### src/rtl/conv_dma_req.sv
module conv_dma_req #(
  parameter int NGRP     = 8,
  parameter int DW       = 32,
  parameter int STAT_LSB = 16,
  parameter int MODE_BIT = 29
) (
  input  logic            clk,
  input  logic            rst_n,
  input  logic [NGRP-1:0] done_i,
  input  logic [NGRP-1:0] src_req_i,
  input  logic [NGRP-1:0] ack_i,
  input  logic            ctrl_we_i,
  input  logic [DW-1:0]   ctrl_wdata_i,
  output logic [DW-1:0]   ctrl_rdata_o,
  output logic [NGRP-1:0] dma_req_o
);
  localparam logic [DW-1:0] GRP_ONES  = DW'((64'd1 << NGRP) - 64'd1);
  localparam logic [DW-1:0] USED_MASK = GRP_ONES | (GRP_ONES << STAT_LSB) | (DW'(1) << MODE_BIT);

  logic [NGRP-1:0] en_q, stat_q, ackseen_q;
  logic            mode_q;
  logic [NGRP-1:0] set_ev, w1c, ack_clr, clr;
  logic            unused_wbits;

  assign w1c     = ctrl_we_i ? ctrl_wdata_i[STAT_LSB +: NGRP] : '0;
  assign set_ev  = done_i & en_q;
  assign ack_clr = mode_q ? ack_i : ((ack_i | ackseen_q) & ~src_req_i);
  assign clr     = w1c | ack_clr;
  assign unused_wbits = ^(ctrl_wdata_i & ~USED_MASK);

  always_ff @(posedge clk or negedge rst_n) begin
    if (!rst_n) begin
      en_q      <= '0;
      mode_q    <= 1'b0;
      stat_q    <= '0;
      ackseen_q <= '0;
    end else begin
      if (ctrl_we_i) begin
        en_q   <= ctrl_wdata_i[NGRP-1:0];
        mode_q <= ctrl_wdata_i[MODE_BIT];
      end
      stat_q    <= set_ev | (stat_q & ~clr);
      ackseen_q <= ~set_ev & stat_q & ~clr & (ackseen_q | ack_i);
    end
  end

  assign dma_req_o = stat_q & en_q;

  always_comb begin
    ctrl_rdata_o = '0;
    ctrl_rdata_o[NGRP-1:0]          = en_q;
    ctrl_rdata_o[STAT_LSB +: NGRP]  = stat_q;
    ctrl_rdata_o[MODE_BIT]          = mode_q;
  end

  for (genvar g = 0; g < NGRP; g++) begin : g_chk
    p_set_on_done_r2: assert property (@(posedge clk) disable iff (!rst_n)
      (done_i[g] && en_q[g]) |=> stat_q[g]);
    p_no_spurious_r2: assert property (@(posedge clk) disable iff (!rst_n)
      (!stat_q[g] && !(done_i[g] && en_q[g])) |=> !stat_q[g]);
    p_latch_hold_r3: assert property (@(posedge clk) disable iff (!rst_n)
      (!mode_q && stat_q[g] && src_req_i[g] && !w1c[g]) |=> stat_q[g]);
    p_pulse_clear_r4: assert property (@(posedge clk) disable iff (!rst_n)
      (mode_q && ack_i[g] && !(done_i[g] && en_q[g])) |=> !stat_q[g]);
    p_w1c_clear_r5: assert property (@(posedge clk) disable iff (!rst_n)
      (w1c[g] && !(done_i[g] && en_q[g])) |=> !stat_q[g]);
    p_disable_keeps_r7: assert property (@(posedge clk) disable iff (!rst_n)
      (!en_q[g] && !clr[g]) |=> ($stable(stat_q[g]) || $past(stat_q[g]) == 1'b0));
  end
endmodule

### config.mk
export PLATFORM = sky130hd
export DESIGN_NAME = conv_dma_req
export DESIGN_NICKNAME = d
export VERILOG_FILES = /design/src/rtl/conv_dma_req.sv
export SDC_FILE = /design/constraint.sdc
export NUM_CORES = 1
export LEC_CHECK = 0
export ABC_AREA = 1
export BUFFER_PORTS_ARGS = -buffer_cell sky130_fd_sc_hd__buf_2
export CORE_MARGIN = 5
export CORE_UTILIZATION = 42
export DETAILED_ROUTE_END_ITERATION = 10
export GPL_TIMING_DRIVEN = 1
export PLACE_DENSITY = 0.81
export RECOVER_POWER = 25
export SLEW_MARGIN = 20
export SYNTH_ARGS = -nofsm -noshare
export SYNTH_HDL_FRONTEND = slang
export SYNTH_SLANG_ARGS = --single-unit
### constraint.sdc
create_clock -name clk -period 1.3 [get_ports clk]
set_input_delay 0.065 -clock clk [delete_from_list [all_inputs] [get_ports clk]]
set_output_delay 0.065 -clock clk [all_outputs]
set_load 0.03 [all_outputs]
==> impl_results.md, run 1 <==
- Clock Latency Late Sink: 310 ps
- Via density: 4.09
- Final hold vios: 0
- Critical path cell sequence: buf_2
- Setup_tns: 0 ps
- Synthesized instance count: 191
- Clk pin slew, worst setup/hold paths: 130 ps
- Netlist cell types: 14
- Async SR Flop Fraction: 100%
- Syn Area/Cell: 7.74 um2
- Post-synth top cells: nand2_1 (76), inv_1 (31), dfrtp_1 (25), nor2_1 (22), buf_4 (16)
- Share of layout cells above drive strength 1: 32.2%
- Worst IR drop on VDD: 0.000513 V
- HP Class: in2reg
- Yosys top cell by area: dfrtp_1
- CTS root buf: clkbuf_4
- Synth Cell Area: 1480 um2
- Worst path required time: 1240 ps
- Crit-path max cell delay: 580 ps
- Row cnt: 21
- Share of the synthesized area in the top cell type: 42.3%
- CP delay by family, top: flip-flops
- Diodes inserted: 0
- Die area: 4810 um2
- Max clock buf depth: 2
- Congestion Overflow GR: 0
- EDFF count, synth: 0
- Clock skew: 1.77 ps
- Max cap viols: 0
- Core area: 3360 um2
- TritonRoute pass-1 iters: 4
- HPWL after DPL: 2.39 mm
- Number of slew-limit violations in the final report: 0
- Largest net degree at the start of global routing: 26
- Tcrit/Tclk final: 92.5%
- Postcts setup bufs: 0
- Worst reg-to-reg setup slack: 240 ps
- Vias: 1316
- Hold Path Origin: src_req_i[7]
- Worst reg2reg endpoint: ackseen_q[2]$_DFF_PN0_
- LEAKAGE: 1.26 nW
- Final Cell Area: 1990 um2
- Gpl congestion: 0.763
- Critical path class: reg2out
- RSZ-0062 raised after global routing: false
- Synth top area cells: dfrtp_1 (42%), nand2_1 (19%), mux2_4 (9.1%), buf_4 (8.1%), inv_1 (7.9%)
- First-pass GRT wire length: 5.42 mm
- Hold depth: 5
- Post-route ant nets: 0
- Total GRT Usage: 13.7%
- Initial antenna violation count: 0
- Total Wirelength: 3.29 mm
- Register area share after synthesis: 42.3%
- # clock sinks: 25
- Total number of yosys warnings: 0
- DRC: 0
- Crit path launch type: register
- Vias in the first global route: 1230
- Worst Tran Pin Value: 618 ps
- # port buffers: 68
- Peak Freq: 832 MHz
- Cts bufs inserted: 3
- Pwr dens: 1010 nW/um2
- CTS tree: done
- I/O pins: 99
- R2R depth: 5
- Tmin final: 1200 ps
- Status: finished clean
- CTS H-tree depth: 1
- Final WS setup: 97.7 ps
- Die span in x: 69.3 um
- FF+latch count, synth: 25
- Most frequent cell after synthesis: nand2_1
- Initial Util: 44.0%
- Final Setup Violations: 0
- Nets: 336
- Hold endpoint: stat_q[7]$_DFF_PN0_
- Endpoint type of the worst setup path: output port
- Worst reg2reg path startpoint: mode_q$_DFFE_PN0P_
- First DRT Iteration DRCs: 29
- Slew Limit Headroom: 58.8%
- WP data arrival: 1140 ps
- Cell Area, Placed: 1780 um2
- Buffer and inverter count on the worst path: 1
- Main synth FF type: dfrtp_1
- Largest fanout on the critical path: 18
- Synth-to-layout area growth: 34.3%
- Slowest library cell on the worst path: dfrtp_4
- Place WS: 75.8 ps
- Routed wire per std cell: 10.2 um
- Die H: 69.3 um
[worst max path at each step]
stage | startpoint | end | slack, ps | depth (start not counted)
5_1_grt | mode_q$_DFFE_PN0P_ | ctrl_rdata_o[29] | 30 | 1
2_1_floorplan | mode_q$_DFFE_PN0P_ | stat_q[5]$_DFF_PN0_ | 300 | 6
4_1_cts | mode_q$_DFFE_PN0P_ | ctrl_rdata_o[29] | 30 | 1
6_report | mode_q$_DFFE_PN0P_ | ctrl_rdata_o[29] | 100 | 1
3_3_place_gp | mode_q$_DFFE_PN0P_ | stat_q[6]$_DFF_PN0_ | 100 | 5
3_5_place_dp | mode_q$_DFFE_PN0P_ | stat_q[2]$_DFF_PN0_ | 80 | 5
[state kept, by name, indices dropped and copies added (netlist names)]
signal / flops
ackseen_q: 8
en_q: 8
mode_q: 1
stat_q: 8
[layer usage]
metal | vias up | wire [um] | GRT usage [%]
met5 | - | 0 | 0
met4 | 0 | 12 | 3.90
met3 | 2 | 303 | 4.06
met2 | 51 | 1640 | 24.9
met1 | 574 | 1330 | 15.5
li1 | 689 | - | -
[cell usage in the layout (no fill, tap or decap)]
cell type / count
nand2_1: 76
buf_2: 67
inv_1: 31
dfrtp_1: 24
nor2_1: 22
dlygate4sd3_1: 18
conb_1: 15
mux2_4: 9
clkbuf_4: 3
nand2_2: 2
nand2_4: 2
inv_2: 1
nor2_4: 1
nor2_2: 1
clkbuf_1: 1
clkbuf_2: 1
dfrtp_4: 1
buf_12: 1
[per-stage QoR]
stage	std cells	hold WS (ps)	total power [W]	util, %
after floorplan	205	-231	0.00147	-
after global routing	322	46.7	0.00213	59.0
after CTS	322	31.6	0.00203	59.0
after detailed placement	300	95.0	0.00164	52.8
final	322	44.4	0.00201	59.0
after global placement	300	94.4	0.00163	52.8
[kinds of logic (layout without fill, tap and decap cells)]
group	after synthesis	after routing	share of synthesized area, %
other	1	15	0.254
muxes	9	9	9.14
and+or+nand+nor	104	104	28.4
buffers and inverters	52	123	19.9
DFF	25	25	42.3
[area by class of cell]
cell class / count / area, um2
Inverter: 32 / 120
Sequential cell: 25 / 629
Fill cell: 310 / 1380
Multi-Input combinational cell: 128 / 612
Timing Repair Buffer: 87 / 541
Clock buffer: 4 / 26.3
Tap cell: 46 / 57.6
[where the power goes]
group / switching (W) / total [W] / internal, W / leakage, nW
clock network: 0.000222 / 0.000342 / 0.000120 / 0.0150
logic: 0.000461 / 0.000727 / 0.000266 / 0.931
registers: 0.0000765 / 0.000937 / 0.000861 / 0.311
[timing repair]
item | in CTS | in global routing
hold endpoints to repair | 47 | 0
endpoints found under the setup margin | 1 | 1
hold buffers | 18 | 0
gates resized for setup | 1 | 1
Note: power is estimated with default switching activity, not from simulation.
==> run 2: changes to the inputs <==
--- a/config.mk
+++ b/config.mk
@@ -6,7 +6,8 @@
 export NUM_CORES = 1
 export LEC_CHECK = 0
 export ABC_AREA = 1
-export BUFFER_PORTS_ARGS = -buffer_cell sky130_fd_sc_hd__buf_2
+export BUFFER_PORTS_ARGS = -buffer_cell sky130_fd_sc_hd__buf_4
+export CAP_MARGIN = 20
 export CORE_MARGIN = 5
 export CORE_UTILIZATION = 42
 export DETAILED_ROUTE_END_ITERATION = 10
==> impl_results.md, run 2 (synthesized netlist as in run 1, its figures left out) <==
- WP data arrival: 1120 ps (was 1140 ps)
- Crit-path max cell delay: 610 ps (was 580 ps)
- Total Wirelength: 3.37 mm (was 3.29 mm)
- Clock skew: 6.32 ps (was 1.77 ps)
- Nets: 335 (was 336)
- Cts bufs inserted: 3 (unchanged)
- Pwr dens: 978 nW/um2 (was 1010 nW/um2)
- Initial Util: 44.0% (unchanged)
- Share of layout cells above drive strength 1: 32.0% (was 32.2%)
- Status: finished clean (unchanged)
- CTS H-tree depth: 1 (unchanged)
- Hold_ws: 44.0 ps (was 44.4 ps)
- Clk pin slew, worst setup/hold paths: 130 ps (about the same)
- Gpl congestion: 0.717 (was 0.763)
- # clock sinks: 25 (unchanged)
- CTS root buf: clkbuf_4 (unchanged)
- Final hold vios: 0 (unchanged)
- Clock Latency Late Sink: 300 ps (was 310 ps)
- Place WS: 83.1 ps (was 75.8 ps)
- CTS tree: done (unchanged)
- Buffer and inverter count on the worst path: 1 (unchanged)
- Tmin final: 1180 ps (was 1200 ps)
- Filler Cell Count: 303 (was 310)
- I/O pins: 99 (unchanged)
- Congestion Overflow GR: 0 (unchanged)
- First-pass GRT wire length: 5.64 mm (was 5.42 mm)
- Worst path required time: 1240 ps (about the same)
- Die span in x: 69.3 um (unchanged)
- Commonest non-fill, non-tap cells in the layout: nand2_1 (76), buf_4 (67), inv_1 (31) (was nand2_1 (76), buf_2 (67), inv_1 (31))
- Final WS setup: 116 ps (was 97.7 ps)
- Tcrit/Tclk final: 91.1% (was 92.5%)
- Max cap viols: 0 (unchanged)
- Setup_tns: 0 ps (unchanged)
- LEAKAGE: 1.30 nW (was 1.26 nW)
- First DRT Iteration DRCs: 37 (was 29)
- Peak Freq: 845 MHz (was 832 MHz)
- Slew Limit Headroom: 58.5% (was 58.8%)
- HPWL after DPL: 2.51 mm (was 2.39 mm)
- Die area: 4810 um2 (unchanged)
- TritonRoute pass-1 iters: 4 (unchanged)
- Number of slew-limit violations in the final report: 0 (unchanged)
- Total GRT Usage: 14.1% (was 13.7%)
- RSZ-0062 raised after global routing: false (unchanged)
- Row cnt: 21 (unchanged)
- Die H: 69.3 um (unchanged)
- Largest net degree at the start of global routing: 26 (unchanged)
- Worst Tran Pin Value: 622 ps (was 618 ps)
- Final Setup Violations: 0 (unchanged)
- Core area: 3360 um2 (unchanged)
- Slowest library cell on the worst path: dfrtp_4 (unchanged)
- Initial antenna violation count: 0 (unchanged)
- Worst IR drop on VDD: 0.000608 V (was 0.000513 V)
- Diodes inserted: 0 (unchanged)
- Endpoint type of the worst setup path: output port (unchanged)
- Vias: 1312 (was 1316)
- Largest fanout on the critical path: 18 (unchanged)
- DRC: 0 (unchanged)
- Synth-to-layout area growth: 44.2% (was 34.3%)
- Top flop regs: ackseen_q: 8 flops, en_q: 8 flops, stat_q: 8 flops (unchanged)
- HP Class: in2reg (unchanged)
- Routed wire per std cell: 10.5 um (was 10.2 um)
- Crit path launch type: register (unchanged)
- Critical path cell sequence: buf_4 (was buf_2)
- Vias in the first global route: 1320 (was 1230)
- Commonest non-fill, non-tap cell in the layout: nand2_1 (unchanged)
- CP delay by family, top: flip-flops (unchanged)
- Critical path class: reg2out (unchanged)
- # port buffers: 68 (unchanged)
- Max clock buf depth: 2 (unchanged)
- Post-route ant nets: 0 (unchanged)
- Via density: 4.09 (about the same)
==> run 2: per-stage QoR <==
| stage | util [%] | cells | power, W | cell area [um2] |
|---|---|---|---|---|
| CTS | 63.4 | 321 | 0.00211 | 2130 |
| finish | 63.4 | 321 | 0.00209 | 2130 |
| floorplan | - | 205 | 0.00147 | 1530 |
| detailed placement | 57.3 | 299 | 0.00173 | 1930 |
| global route | 63.4 | 321 | 0.00223 | 2130 |
| global placement | 57.3 | 299 | 0.00172 | 1930 |
==> run 2: power breakdown <==
part / leakage, nW / total (W) / switching [W] / internal [W]
registers: 0.311 / 0.000943 / 0.0000821 / 0.000861
clock network: 0.0150 / 0.000331 / 0.000212 / 0.000119
logic: 0.973 / 0.000811 / 0.000464 / 0.000347
==> run 2: routing by layer <==
metal	wire [um]	global-route usage (%)	part of all wire, %	up-vias
met3	322	4.49	9.6	2
met2	1690	25.1	50	53
met4	12	3.69	0.36	0
met1	1340	16.2	40	570
met5	0	0	0	-
li1	-	-	-	687
==> run 2: final timing paths <==
kind	end	start	slack, ps	cells past startpoint
worst max-delay path	ctrl_rdata_o[29]	mode_q$_DFFE_PN0P_	120	1
worst min-delay path	stat_q[7]$_DFF_PN0_	src_req_i[7]	40	5
worst max register to register	ackseen_q[3]$_DFF_PN0_	mode_q$_DFFE_PN0P_	220	5
worst min register to register	stat_q[2]$_DFF_PN0_	en_q[2]$_DFFE_PN0P_	570	2
max in group asynchronous	mode_q$_DFFE_PN0P_	rst_n	550	2
min in group asynchronous	mode_q$_DFFE_PN0P_	rst_n	300	2
==> run 2: timing repair <==
action | CTS | global route
hold endpoints to repair | 44 | 0
setup buffers | 0 | 0
setup endpoints to repair | 1 | 1
resized for setup | 1 | 1
hold buffers | 18 | 0
pin swaps | 0 | 0
==> run 2: final cells by class <==
cell class              instances  area, um2  area share, %
repair buffers                 86        688           32.3
multi-input cells             128        612           28.7
flip-flops and latches         25        629           29.5
well taps                      46       57.6           2.70
inverters                      32        120           5.63
clock buffers                   4       26.3           1.23
==> run 3: changes to the inputs <==
--- a/config.mk
+++ b/config.mk
@@ -9,10 +9,10 @@
 export BUFFER_PORTS_ARGS = -buffer_cell sky130_fd_sc_hd__buf_4
 export CAP_MARGIN = 20
 export CORE_MARGIN = 5
-export CORE_UTILIZATION = 42
+export CORE_UTILIZATION = 45
 export DETAILED_ROUTE_END_ITERATION = 10
 export GPL_TIMING_DRIVEN = 1
-export PLACE_DENSITY = 0.81
+export PLACE_DENSITY = 0.82
 export RECOVER_POWER = 25
 export SLEW_MARGIN = 20
 export SYNTH_ARGS = -nofsm -noshare
==> constraint.sdc (replaced) <==
create_clock -name clk -period 1.4 [get_ports clk]
set_input_delay 0.07 -clock clk [delete_from_list [all_inputs] [get_ports clk]]
set_output_delay 0.07 -clock clk [all_outputs]
set_load 0.03 [all_outputs]
==> impl_results.md, run 3 (synthesized netlist as in run 1, its figures left out) <==
- Setup_tns: 0 ps (unchanged)
- Worst IR drop on VDD: 0.000638 V (was 0.000608 V)
- TritonRoute pass-1 iters: 4 (unchanged)
- Die span in x: 67.3 um (was 69.3 um)
- WP data arrival: 1150 ps (was 1120 ps)
- # port buffers: 68 (unchanged)
- Hold Path Origin: src_req_i[7] (unchanged)
- Total Wirelength: 3.49 mm (was 3.37 mm)
- Post-route ant nets: 0 (unchanged)
- Row cnt: 20 (was 21)
- DRC: 0 (unchanged)
- HPWL after DPL: 2.48 mm (was 2.51 mm)
- Final WS setup: 178 ps (was 116 ps)
- Synth-to-layout area growth: 44.0% (was 44.2%)
- HP Class: in2reg (unchanged)
- Core area: 3100 um2 (was 3360 um2)
- Clock Latency Late Sink: 310 ps (was 300 ps)
- Slowest library cell on the worst path: dfrtp_2 (was dfrtp_4)
- CP delay by family, top: flip-flops (unchanged)
- RSZ-0062 raised after global routing: false (unchanged)
- Peak Freq: 818 MHz
- Cell Area, Placed: 1920 um2 (was 1930 um2)
- Total GRT Usage: 16.1% (was 14.1%)
- Nets: 335 (unchanged)
- Gpl congestion: 0.742 (was 0.717)
- Commonest non-fill, non-tap cells in the layout: nand2_1 (76), buf_4 (67), inv_1 (31) (unchanged)
- Top flop regs: ackseen_q: 8 flops, en_q: 8 flops, stat_q: 8 flops (unchanged)
- Place WS: 171 ps (was 83.1 ps)
- I/O pins: 99 (unchanged)
- Critical path class: reg2out (unchanged)
- Vias: 1311 (was 1312)
- CTS tree: done (unchanged)
- Final Setup Violations: 0 (unchanged)
- Max cap viols: 0 (unchanged)
- Commonest non-fill, non-tap cell in the layout: nand2_1 (unchanged)
- Number of slew-limit violations in the final report: 0 (unchanged)
- CTS root buf: clkbuf_4 (unchanged)
- Initial antenna violation count: 0 (unchanged)
- Hold depth: 5 (unchanged)
- Buffer and inverter count on the worst path: 1 (unchanged)
- Initial Util: 47.7% (was 44.0%)
- Endpoint type of the worst setup path: output port (unchanged)
- # clock sinks: 25 (unchanged)
- Pwr dens: 911 nW/um2 (was 978 nW/um2)
- LEAKAGE: 1.30 nW (about the same)
- Final Cell Area: 2130 um2 (about the same)
- Largest net degree at the start of global routing: 26 (unchanged)
- Worst Tran Pin Value: 600 ps (was 622 ps)
- Critical path cell sequence: buf_4 (unchanged)
- Die H: 67.3 um (was 69.3 um)
- Via density: 4.11 (was 4.09)
- Share of layout cells above drive strength 1: 32.4% (was 32.0%)
- Slew Limit Headroom: 60.0% (was 58.5%)
- Tmin final: 1220 ps
- Worst reg2reg path startpoint: mode_q$_DFFE_PN0P_ (unchanged)
- Diodes inserted: 0 (unchanged)
- Status: finished clean (unchanged)
- First-pass GRT wire length: 5.48 mm (was 5.64 mm)
- First DRT Iteration DRCs: 34 (was 37)
- Worst path required time: 1330 ps (was 1240 ps)
- Final hold vios: 0 (unchanged)
- Clock skew: 3.62 ps (was 6.32 ps)
- Largest fanout on the critical path: 18 (unchanged)
- Crit-path max cell delay: 610 ps (about the same)
- Die area: 4530 um2 (was 4810 um2)
- R2R depth: 5 (unchanged)
- Tcrit/Tclk final: 87.3%
- Crit path launch type: register (unchanged)
- Vias in the first global route: 1244 (was 1320)
- Hold endpoint: stat_q[7]$_DFF_PN0_ (unchanged)
- Max clock buf depth: 2 (unchanged)
- Clk pin slew, worst setup/hold paths: 130 ps (about the same)
- CTS H-tree depth: 1 (unchanged)
- Routed wire per std cell: 10.9 um (was 10.5 um)
- Worst reg2reg endpoint: ackseen_q[7]$_DFF_PN0_ (was ackseen_q[3]$_DFF_PN0_)
- Congestion Overflow GR: 0 (unchanged)
- Worst reg-to-reg setup slack: 330 ps (was 220 ps)
- Cts bufs inserted: 3 (unchanged)
-- run 3: worst min-delay path: stages --
cell and delay, ps:
buf_4 70, nor2_1 30, nand2_1 50, nand2_1 60
nand2_1 50
-- run 3: per-stage QoR --
| stage | hold slack [ps] | cells | util [%] | total power [W] |
|---|---|---|---|---|
| final | 50.5 | 319 | 68.6 | 0.00194 |
| after global routing | 55.6 | 319 | 68.6 | 0.00206 |
| after CTS | 28.5 | 319 | 68.7 | 0.00196 |
| after detailed placement | -10.4 | 297 | 62.0 | 0.00161 |
| after global placement | -10.6 | 297 | 62.0 | 0.00159 |
| after floorplan | -226 | 205 | - | 0.00137 |
-- run 3: power breakdown --
part	internal [W]	leakage, nW	total, W	switching (W)
combinational	0.000323	0.973	0.000754	0.000431
sequential	0.000798	0.311	0.000876	0.0000784
clock	0.000107	0.0177	0.000309	0.000203
-- run 3: final cells by class --
cell class / instances / area [um2]
clock buffers: 3 / 22.5
clock inverters: 1 / 5.00
fillers: 259 / 973
inverters: 32 / 120
multi-input cells: 128 / 612
flip-flops and latches: 25 / 627
well taps: 44 / 55.1
repair buffers: 86 / 688
-- run 3: repair_timing --
action / 4_1_cts / 5_1_grt
hold endpoints to repair: 45 / 0
buffers inserted: 0 / 0
hold buffers: 18 / 0
endpoints found under the setup margin: 1 / 0
resized for setup: 1 / 0
-- run 3: worst max path at each step --
stage | cells past startpoint | slack [ps] | start | to
finish | 1 | 180 | mode_q$_DFFE_PN0P_ | ctrl_rdata_o[29]
global route | 1 | 90 | mode_q$_DFFE_PN0P_ | ctrl_rdata_o[29]
CTS | 1 | 140 | mode_q$_DFFE_PN0P_ | ctrl_rdata_o[29]
detailed placement | 4 | 170 | mode_q$_DFFE_PN0P_ | ackseen_q[3]$_DFF_PN0_
global placement | 5 | 200 | mode_q$_DFFE_PN0P_ | stat_q[6]$_DFF_PN0_
floorplan | 6 | 400 | mode_q$_DFFE_PN0P_ | stat_q[5]$_DFF_PN0_
-- run 3: routing by layer --
metal	up-vias	wire [um]	GRT usage, %
li1	685	-	-
met1	575	1280	17.4
met2	49	1900	31.5
met3	2	289	3.66
met4	0	10	3.04
met5	-	0	0
